$ cat src/rtl/hbx_pkg.sv
package hbx_pkg;

    typedef enum logic [1:0] {
        CYC_NONE = 2'b00,
        CYC_MEM  = 2'b01,
        CYC_CFG  = 2'b10
    } cyc_e;

    typedef enum logic [2:0] {
        ST_IDLE,
        ST_MEM,
        ST_CFG_RD,
        ST_CFG_WR,
        ST_RESP
    } state_e;

    typedef struct packed {
        logic        local_hit;
        logic        refused;
        logic [31:0] bus_addr;
    } route_t;

endpackage

$ cat src/rtl/hbx_route.sv
module hbx_route
    import hbx_pkg::*;
#(
    parameter int          DEV_W     = 5,
    parameter int          FN_W      = 3,
    parameter int          OFF_W     = 8,
    parameter int          IDSEL_LSB = 13,
    parameter int          MAX_DEV   = 18,
    parameter logic [1:0]  WIN_TOP   = 2'b10,
    parameter logic [31:0] CFG_SPAN  = 32'h0010_0000
) (
    input  logic [31:0] req_addr,
    input  logic        cfg_sel,
    input  logic [1:0]  hi_bits,
    output route_t      route
);
    localparam int FN_LSB  = OFF_W;
    localparam int DEV_LSB = OFF_W + FN_W;

    logic [DEV_W-1:0] dev;
    logic [FN_W-1:0]  func;
    logic [OFF_W-1:0] off;
    logic [5:0]       shamt;
    logic [31:0]      one_hot;
    logic [31:0]      cfg_addr;

    always_comb begin
        dev      = req_addr[DEV_LSB +: DEV_W];
        func     = req_addr[FN_LSB +: FN_W];
        off      = req_addr[OFF_W-1:0];
        shamt    = 6'(IDSEL_LSB) + 6'(dev);
        one_hot  = 32'd1 << shamt;
        cfg_addr = one_hot | (32'(func) << FN_LSB) | 32'({off[OFF_W-1:2], 2'b00});

        route.local_hit = (req_addr[31:30] != WIN_TOP);
        route.refused   = (dev > DEV_W'(MAX_DEV)) || (cfg_addr >= CFG_SPAN);
        route.bus_addr  = cfg_sel ? cfg_addr : {hi_bits, req_addr[29:0]};
    end
endmodule

$ cat src/rtl/hbx_lanes.sv
module hbx_lanes (
    input  logic [1:0]  size,
    input  logic [1:0]  lane,
    input  logic [31:0] rd_word,
    input  logic [31:0] wr_data,
    output logic [31:0] rd_extract,
    output logic [31:0] wr_merged
);
    logic [31:0] mask;
    logic [4:0]  sh;

    always_comb begin
        unique case (size)
            2'b00:   mask = 32'h0000_00FF;
            2'b01:   mask = 32'h0000_FFFF;
            default: mask = 32'hFFFF_FFFF;
        endcase
        sh         = {lane, 3'b000};
        rd_extract = (rd_word >> sh) & mask;
        wr_merged  = (rd_word & ~(mask << sh)) | ((wr_data & mask) << sh);
    end
endmodule

$ cat src/rtl/hbx_top.sv
module hbx_top
    import hbx_pkg::*;
#(
    parameter int          IDSEL_LSB = 13,
    parameter int          MAX_DEV   = 18,
    parameter logic [1:0]  WIN_TOP   = 2'b10,
    parameter logic [31:0] CFG_SPAN  = 32'h0010_0000
) (
    input  logic        clk,
    input  logic        rst_n,
    input  logic        ctl_we,
    input  logic [3:1]  ctl_wdata,
    input  logic        req_valid,
    output logic        req_ready,
    input  logic        req_write,
    input  logic [1:0]  req_size,
    input  logic [31:0] req_addr,
    input  logic [31:0] req_wdata,
    output logic        bus_valid,
    output logic [1:0]  bus_cmd,
    output logic        bus_write,
    output logic [31:0] bus_addr,
    output logic [31:0] bus_wdata,
    input  logic [31:0] bus_rdata,
    output logic        rsp_valid,
    output logic        rsp_local,
    output logic        rsp_not_found,
    output logic [31:0] rsp_rdata
);
    state_e      st_q, st_d;
    logic [3:1]  ctl_q;
    route_t      route;
    logic        accept;

    logic [31:0] addr_q, wdata_q, merged_q, rdata_q;
    logic [1:0]  size_q, lane_q;
    logic        wr_q, loc_q, nf_q;
    logic [31:0] rd_extract, wr_merged;

    hbx_route #(
        .IDSEL_LSB (IDSEL_LSB),
        .MAX_DEV   (MAX_DEV),
        .WIN_TOP   (WIN_TOP),
        .CFG_SPAN  (CFG_SPAN)
    ) u_route (
        .req_addr (req_addr),
        .cfg_sel  (ctl_q[1]),
        .hi_bits  (ctl_q[3:2]),
        .route    (route)
    );

    hbx_lanes u_lanes (
        .size       (size_q),
        .lane       (lane_q),
        .rd_word    (bus_rdata),
        .wr_data    (wdata_q),
        .rd_extract (rd_extract),
        .wr_merged  (wr_merged)
    );

    assign accept = req_valid && (st_q == ST_IDLE);

    always_ff @(posedge clk or negedge rst_n) begin
        if (!rst_n) ctl_q <= '0;
        else if (ctl_we) ctl_q <= ctl_wdata;
    end

    // state register
    always_ff @(posedge clk or negedge rst_n) begin
        if (!rst_n) st_q <= ST_IDLE;
        else        st_q <= st_d;
    end

    // next-state selection
    always_comb begin
        st_d = st_q;
        unique case (st_q)
            ST_IDLE: begin
                if (req_valid) begin
                    if (route.local_hit)     st_d = ST_RESP;
                    else if (!ctl_q[1])      st_d = ST_MEM;
                    else if (route.refused)  st_d = ST_RESP;
                    else                     st_d = ST_CFG_RD;
                end
            end
            ST_MEM:    st_d = ST_RESP;
            ST_CFG_RD: st_d = wr_q ? ST_CFG_WR : ST_RESP;
            ST_CFG_WR: st_d = ST_RESP;
            ST_RESP:   st_d = ST_IDLE;
            default:   st_d = ST_IDLE;
        endcase
    end

    // request capture and read-data path
    always_ff @(posedge clk or negedge rst_n) begin
        if (!rst_n) begin
            addr_q   <= '0;
            wdata_q  <= '0;
            merged_q <= '0;
            rdata_q  <= '0;
            size_q   <= '0;
            lane_q   <= '0;
            wr_q     <= 1'b0;
            loc_q    <= 1'b0;
            nf_q     <= 1'b0;
        end else begin
            if (accept) begin
                addr_q  <= route.bus_addr;
                wr_q    <= req_write;
                wdata_q <= req_wdata;
                size_q  <= req_size;
                lane_q  <= req_addr[1:0];
                loc_q   <= route.local_hit;
                nf_q    <= !route.local_hit && ctl_q[1] && route.refused;
                rdata_q <= (!route.local_hit && ctl_q[1] && route.refused && !req_write)
                           ? '1 : '0;
            end
            if (st_q == ST_MEM)
                rdata_q <= wr_q ? '0 : bus_rdata;
            if (st_q == ST_CFG_RD) begin
                merged_q <= wr_merged;
                rdata_q  <= wr_q ? '0 : rd_extract;
            end
        end
    end

    // outputs
    always_comb begin
        req_ready     = (st_q == ST_IDLE);
        bus_valid     = 1'b0;
        bus_cmd       = CYC_NONE;
        bus_write     = 1'b0;
        bus_addr      = '0;
        bus_wdata     = '0;
        rsp_valid     = 1'b0;
        rsp_local     = 1'b0;
        rsp_not_found = 1'b0;
        rsp_rdata     = '0;
        unique case (st_q)
            ST_MEM: begin
                bus_valid = 1'b1;
                bus_cmd   = CYC_MEM;
                bus_write = wr_q;
                bus_addr  = addr_q;
                bus_wdata = wr_q ? wdata_q : '0;
            end
            ST_CFG_RD: begin
                bus_valid = 1'b1;
                bus_cmd   = CYC_CFG;
                bus_addr  = addr_q;
            end
            ST_CFG_WR: begin
                bus_valid = 1'b1;
                bus_cmd   = CYC_CFG;
                bus_write = 1'b1;
                bus_addr  = addr_q;
                bus_wdata = merged_q;
            end
            ST_RESP: begin
                rsp_valid     = 1'b1;
                rsp_local     = loc_q;
                rsp_not_found = nf_q;
                rsp_rdata     = rdata_q;
            end
            default: ;
        endcase
    end
endmodule

$ cat config.mk
export PLATFORM = sky130hd
export DESIGN_NAME = hbx_top
export DESIGN_NICKNAME = d
export VERILOG_FILES = /design/src/rtl/hbx_pkg.sv /design/src/rtl/hbx_route.sv /design/src/rtl/hbx_lanes.sv /design/src/rtl/hbx_top.sv
export SDC_FILE = /design/constraint.sdc
export NUM_CORES = 1
export LEC_CHECK = 0
export BUFFER_PORTS_ARGS = -buffer_cell sky130_fd_sc_hd__buf_4
export CELL_PAD_IN_SITES_DETAIL_PLACEMENT = 0
export CELL_PAD_IN_SITES_GLOBAL_PLACEMENT = 1
export CORE_ASPECT_RATIO = 0.8
export CORE_MARGIN = 2
export CORE_UTILIZATION = 30
export CTS_BUF_LIST = sky130_fd_sc_hd__clkbuf_4 sky130_fd_sc_hd__clkbuf_8
export CTS_CLUSTER_DIAMETER = 80
export CTS_CLUSTER_SIZE = 24
export DETAILED_ROUTE_END_ITERATION = 6
export PLACE_DENSITY_LB_ADDON = 0.08
export REMOVE_ABC_BUFFERS = 1
export SKIP_CTS_REPAIR_TIMING = 1
export SLEW_MARGIN = 20
export SYNTH_ARGS = -nofsm -noshare
export SYNTH_HDL_FRONTEND = slang
export SYNTH_SLANG_ARGS = --single-unit
$ cat constraint.sdc
create_clock -name clk -period 2.7 [get_ports clk]
set_clock_uncertainty 0.2 [all_clocks]
set_input_delay 0.27 -clock clk [delete_from_list [all_inputs] [get_ports clk]]
set_output_delay 0.27 -clock clk [all_outputs]
set_load 0.02 [all_outputs]
== Word-level counts from Yosys, hierarchy flattened ==
Cells that the tools add are included.
W data, S select, Z words.
Word-level totals
  input bits: 106
  flip-flop bits (word level): 141
  word-level logic and storage cells: 69
  output and inout bits: 104
Cells by class
  add/subtract/negate cells: 1
  $lt $le $gt $ge: 2
  bitwise gates (word level): 7
  multiplexer cells: 24
  shift operators: 4
  equal/unequal tests: 7
  reductions and logical operators: 13
Operators with widths (number)
  $mux W32: 10
  $pmux W32 S2: 2
  $and A32 B32 Y32: 3
  $shl A32 B5 Y32: 2
  $ge A32 B21 Y1 const B: 1
  $not A32 Y32: 1
  $or A32 B11 Y32: 1
  $or A32 B32 Y32: 1
  $or A32 B8 Y32: 1
  $shl A1 B6 Y32 const A: 1
  $shr A32 B5 Y32: 1
  $mux W3: 5
  $pmux W3 S3: 1
  $add A4 B5 Y6 const A: 1
  $eq A3 B2 Y1 const B: 2
  $gt A5 B5 Y1 const B: 1
  $logic_and A1 B1 Y1: 4
  $mux W1: 4
  $ne A2 B2 Y1 const B: 2
  $pmux W2 S2: 1
  $reduce_or A2 Y1: 2
  $eq A3 B1 Y1 const B: 1
  $eq A3 B3 Y1 const B: 1
  $logic_not A3 Y1: 1
  7 further kinds: 8

== Depth between registers and ports, before layout ==
  depth in word-level cells: 12
  mapped depth: 8
  depth with buffers taken out: 4

== Cells and area by module ==
Synthesis repeated with hierarchy kept, for this count alone.
Unflattened totals
  cell total of the unflattened synthesis: 851
  area, all modules: 8798.4 um2
Modules (own cells, without submodules)
  hbx_top: sequential area each 3528.4 um2, instances 1, cells each 600, area each 7093.1 um2
  hbx_lanes: sequential area each 0.0 um2, instances 1, cells each 183, area each 1297.5 um2
  hbx_route: sequential area each 0.0 um2, instances 1, cells each 68, area each 407.9 um2

== Worst setup path after synthesis ==
OpenSTA, ideal clock, no wires.
  path kind: reg2out
  start point: reg st_q[2]
  end point: out bus_wdata[0]
  arrival: 1.778 ns
  path buffers: 3
  required time: 2.230 ns
  stages on the path, launching flop included: 7
  setup slack: 0.452 ns
  cells stage by stage: dfrtp_1 > buf_2 > nor2b_1 > and2_1 > buf_1 > clkbuf_1 > a22o_1
Between the ends
  cells in the longest elaborated chain, start to end: 2
  elaborated cells on any way between the ends: 3
  those cells by class: eq/ne (2); mux (1)
Ends and longest elaborated chain
  start, declared: RTL line hbx_top.sv:30  | state_e st_q, st_d;
  start signal, assigned: RTL line hbx_top.sv:71  | else st_q <= st_d;
  $eq A3 B2 Y1 or $eq A3 B1 Y1 (tied branches): RTL line hbx_top.sv:139  | unique case (st_q)
  $pmux W32 S2 *: RTL line hbx_top.sv:139
  end, declared: RTL line hbx_top.sv:23  | output logic [31:0] bus_wdata,
Mark *: on every way between the ends. The rest lies on a longest branch, timed or not.

== Worst setup path in the final report ==
  start point: reg st_q[1]
  end point: out bus_write
Between the ends
  cells in the longest elaborated chain, start to end: 2
  elaborated cells on any way between the ends: 3
  those cells by class: eq/ne (2); mux (1)
Ends and longest elaborated chain
  $eq A3 B2 Y1 or $eq A3 B1 Y1 (tied branches): RTL line hbx_top.sv:139
  $pmux W1 S2 *: RTL line hbx_top.sv:139
  end, declared: RTL line hbx_top.sv:21  | output logic bus_write,
Marked as above.

==> results.sh <==
export IMPL_combPwrFrac=0.279
export IMPL_totalWireLength_um=29800
export IMPL_timing_critical_path_mode_cell="buf_4"
export IMPL_worst_setup_path_type="reg -> out"
export IMPL_die_area_um2=27400
export IMPL_critical_path_top_delay_family="simple AND/OR/NAND/NOR gates"
export IMPL_critical_path_max_stage_delay_ns=0.42
export IMPL_dp_final_hpwl_um=20700
export IMPL_ys_types=49
export IMPL_die_w_um=185
export IMPL_fill_cells=2541
export IMPL_mean_cell_area_of_the_mapped_netlist_um2=8.84
export IMPL_drive_gt1_frac=0.259
export IMPL_critical_path_reg2reg_endpoint="addr_q[15]"
export IMPL_hold_path_endpoint="rdata_q[21]"
export IMPL_busiest_layer="met2"
export IMPL_status="completed"
export IMPL_synthesis_instances=885
export IMPL_num_vias=7825
export IMPL_fin_area_um2=11400
export IMPL_wl_per_cell_um=19.2
export IMPL_final_min_clock_period_ns=2.58
export IMPL_holdCritPathClass="in -> reg"
export IMPL_met3_usage=0.0507
export IMPL_clock_h_tree_levels=4
export IMPL_grt_setup_unrepaired="yes"
export IMPL_synth_edf_count=0
export IMPL_first_global_vias=7339
export IMPL_rr_startpoint="st_q[1]"
export IMPL_startpoint_type="flop"
export IMPL_p_leak_nw=5.39
export IMPL_grt_use_total=0.215
export IMPL_dr_first_iter_drc_count=448
export IMPL_gr_usage_met2=0.324
export IMPL_netlist_top_cells_area="dfrtp_1 (45%), nand2_1 (10%), mux2i_1 (5.1%), a22o_1 (3.6%), a22oi_1 (3.5%)"
export IMPL_timing_reg2reg_worst_path_depth=7
export IMPL_maxCapViolCount=0
export IMPL_post_synth_top_area_fraction=0.451
export IMPL_p_total_w=0.00668
export IMPL_cts_buffers=17
export IMPL_worst_setup_hold_path_clk_slew_ns=0.09
export IMPL_worstPathBufferInverterCount=3
export IMPL_net_switching_power_w=0.00223
export IMPL_grt_pass1_wl_um=44700
export IMPL_power_density_nw_per_um2=586
export IMPL_worst_slew_pin_transition_ns=0.918
export IMPL_layout_area_overhead_vs_synth_pct=45.8
export IMPL_boundaryPins=210
export IMPL_mappedNetlistArea_um2=7830
export IMPL_power_report_internal_total_w=0.00445
export IMPL_power_share_clock=0.298
export IMPL_synth_seq_cells=141
export IMPL_slew_limit_headroom=0.386
export IMPL_gpl_final_weighted_congestion=0.800
export IMPL_synth_top_area_cell="dfrtp_1"
export IMPL_initial_cell_density_of_the_core=0.308
export IMPL_warnings_from_yosys=0
export IMPL_setup_viol_count_final=0
export IMPL_drt_drc_violations_left=0
export IMPL_r2r_setup_slack_ns=0.28
export IMPL_final_cells=1546
export IMPL_cp_data_required_time_ns=2.23
export IMPL_postSynth_asyncResetShare=1.00
export IMPL_met1_usage=0.316
export IMPL_floorplan_rows=52
export IMPL_grt_ovfl_total=0
export IMPL_power_sequential_fraction=0.423
export IMPL_detailed_place_area_um2=9880
export IMPL_tritoncts="yes"
export IMPL_grt_start_max_net_pins=65
export IMPL_cell_by_cell_listing_of_the_critical_path="buf_4 -> nor2b_2 -> and2_1 -> buf_6 -> or2_2 -> buf_4"
export IMPL_fmax_mhz=387
export IMPL_sw_frac_of_total=0.334
export IMPL_clock_tree_buffer_depth=2
export IMPL_final_max_slew_violation_count=0
export IMPL_i_o_buffers=209
export IMPL_layout_nets=1288
export IMPL_synth_ff_type="dfrtp_1"
export IMPL_worstSetupEndpointType="primary output"
export IMPL_multi_input_comb_area_um2=3970
export IMPL_timing_hold_worst_start="bus_rdata[21]"
export IMPL_clk_root_buffer_cell="clkbuf_8"
export IMPL_ant_nets=0
export IMPL_seq_total_area_yosys=0.451
export IMPL_worst_ep_arrival_time_ns=2.11
export IMPL_finish_utilization=0.449
export IMPL_clk_insertion_delay_late_ns=0.45
export IMPL_worst_path_max_fanout=18
export IMPL_seqCellArea_um2=3530
export IMPL_power_ir_vdd_worst_uv=279
export IMPL_hold_path_cell_count=3
export IMPL_place_detailed_instances=1410
export IMPL_critical_path_slowest_cell="dfrtp_1"
export IMPL_floorplan_die_height_um=148
export IMPL_clock_sinks=141
export IMPL_most_common_layout_cells="buf_4 (247), nand2_1 (207), dfrtp_1 (139)"
export IMPL_core_area_um2=25400
export IMPL_insertedDiodeCount=0
export IMPL_hold_viol=0
export IMPL_vias_per_cell=5.06
export IMPL_final_common_cell="buf_4"
export IMPL_antenna_found_initial=0
export IMPL_setup_tns_final_ns=0
export IMPL_post_route_period_util=0.957
export IMPL_firstDrtPassIters=5
-- cell families after synthesis --
family,synth area share
buf+inv,0.0473
flops,0.451
mux,0.0598
simple gates,0.229
compound gates,0.213
-- power groups by stage --
stage / combinational, W / sequential [W] / clock (W)
final: 0.00186 / 0.00283 / 0.00199
after global routing: 0.00207 / 0.00289 / 0.00214
after CTS: 0.00174 / 0.00283 / 0.00204
after detailed placement: 0.00174 / 0.00286 / 0
after global placement: 0.00173 / 0.00286 / 0
after floorplan: 0.000953 / 0.00283 / 0
-- flip-flops by register name, indices dropped and copies added (netlist names) --
signal    cells
addr_q       32
ctl_q         3
lane_q        2
loc_q         1
merged_q     32
nf_q          1
rdata_q      32
size_q        2
st_q          3
wdata_q      32
wr_q          1
-- worst reg2reg max path, cell delays in order (launching register included) --
cell and delay (ns):
dfrtp_1 0.42, buf_4 0.20, nor3_2 0.27, and2_2 0.20
buf_4 0.29, nor2_1 0.08, a31oi_1 0.13, dlygate4sd3_1 0.55
-- metal layers --
| layer | up-vias | routed length [um] | share of wire |
|---|---|---|---|
| li1 | 3746 | - | - |
| met1 | 3861 | 14600 | 0.49 |
| met2 | 201 | 13300 | 0.45 |
| met3 | 17 | 1550 | 0.052 |
| met4 | 0 | 239 | 0.0080 |
| met5 | - | 0 | 0 |
-- synth_stat cells (all sizes together) (2+ instances only) --
| library cell | number |
|---|---|
| a211oi | 3 |
| a21oi | 21 |
| a221o | 8 |
| a221oi | 24 |
| a22o | 32 |
| a22oi | 36 |
| a31oi | 14 |
| a32oi | 15 |
| and2 | 39 |
| and3 | 40 |
| and3b | 2 |
| buf | 40 |
| clkbuf | 40 |
| dfrtp | 141 |
| inv | 2 |
| mux2 | 6 |
| mux2i | 40 |
| nand2 | 208 |
| nand2b | 2 |
| nand3 | 6 |
| nand4 | 2 |
| nor2 | 69 |
| nor2b | 9 |
| nor3 | 4 |
| nor3b | 5 |
| o211ai | 3 |
| o21a | 4 |
| o21ai | 42 |
| o221ai | 8 |
| o2bb2ai | 9 |
| or2 | 2 |
-- how the worst max path moves through the flow --
stage	startpoint	end	slack (ns)	cells after the start
final	st_q[1]	bus_write	0.12	6
after global routing	st_q[1]	bus_wdata[14]	-0.02	6
after CTS	st_q[2]	bus_write	0.06	6
after detailed placement	st_q[2]	rdata_q[29]	0.28	4
after global placement	st_q[2]	rdata_q[27]	0.29	4
after floorplan	st_q[2]	merged_q[31]	-2.49	3
-- layout make-up --
type / count / share of cell area
clock inverter: 9 / 0.0139
multi-input combinational: 661 / 0.348
clock buffer: 23 / 0.0261
tap: 351 / 0.0385
inverter: 3 / 0.000987
timing repair buffer: 358 / 0.263
sequential: 141 / 0.309
-- per-stage QoR --
stage	hold slack (ns)	setup WS, ns
2_1_floorplan	-0.226	-2.49
3_3_place_gp	0.117	0.290
3_5_place_dp	0.120	0.283
4_1_cts	-0.375	0.0602
5_1_grt	0.0203	-0.0180
6_report	0.0330	0.117
No activity file was read; power rests on OpenSTA's default activity.
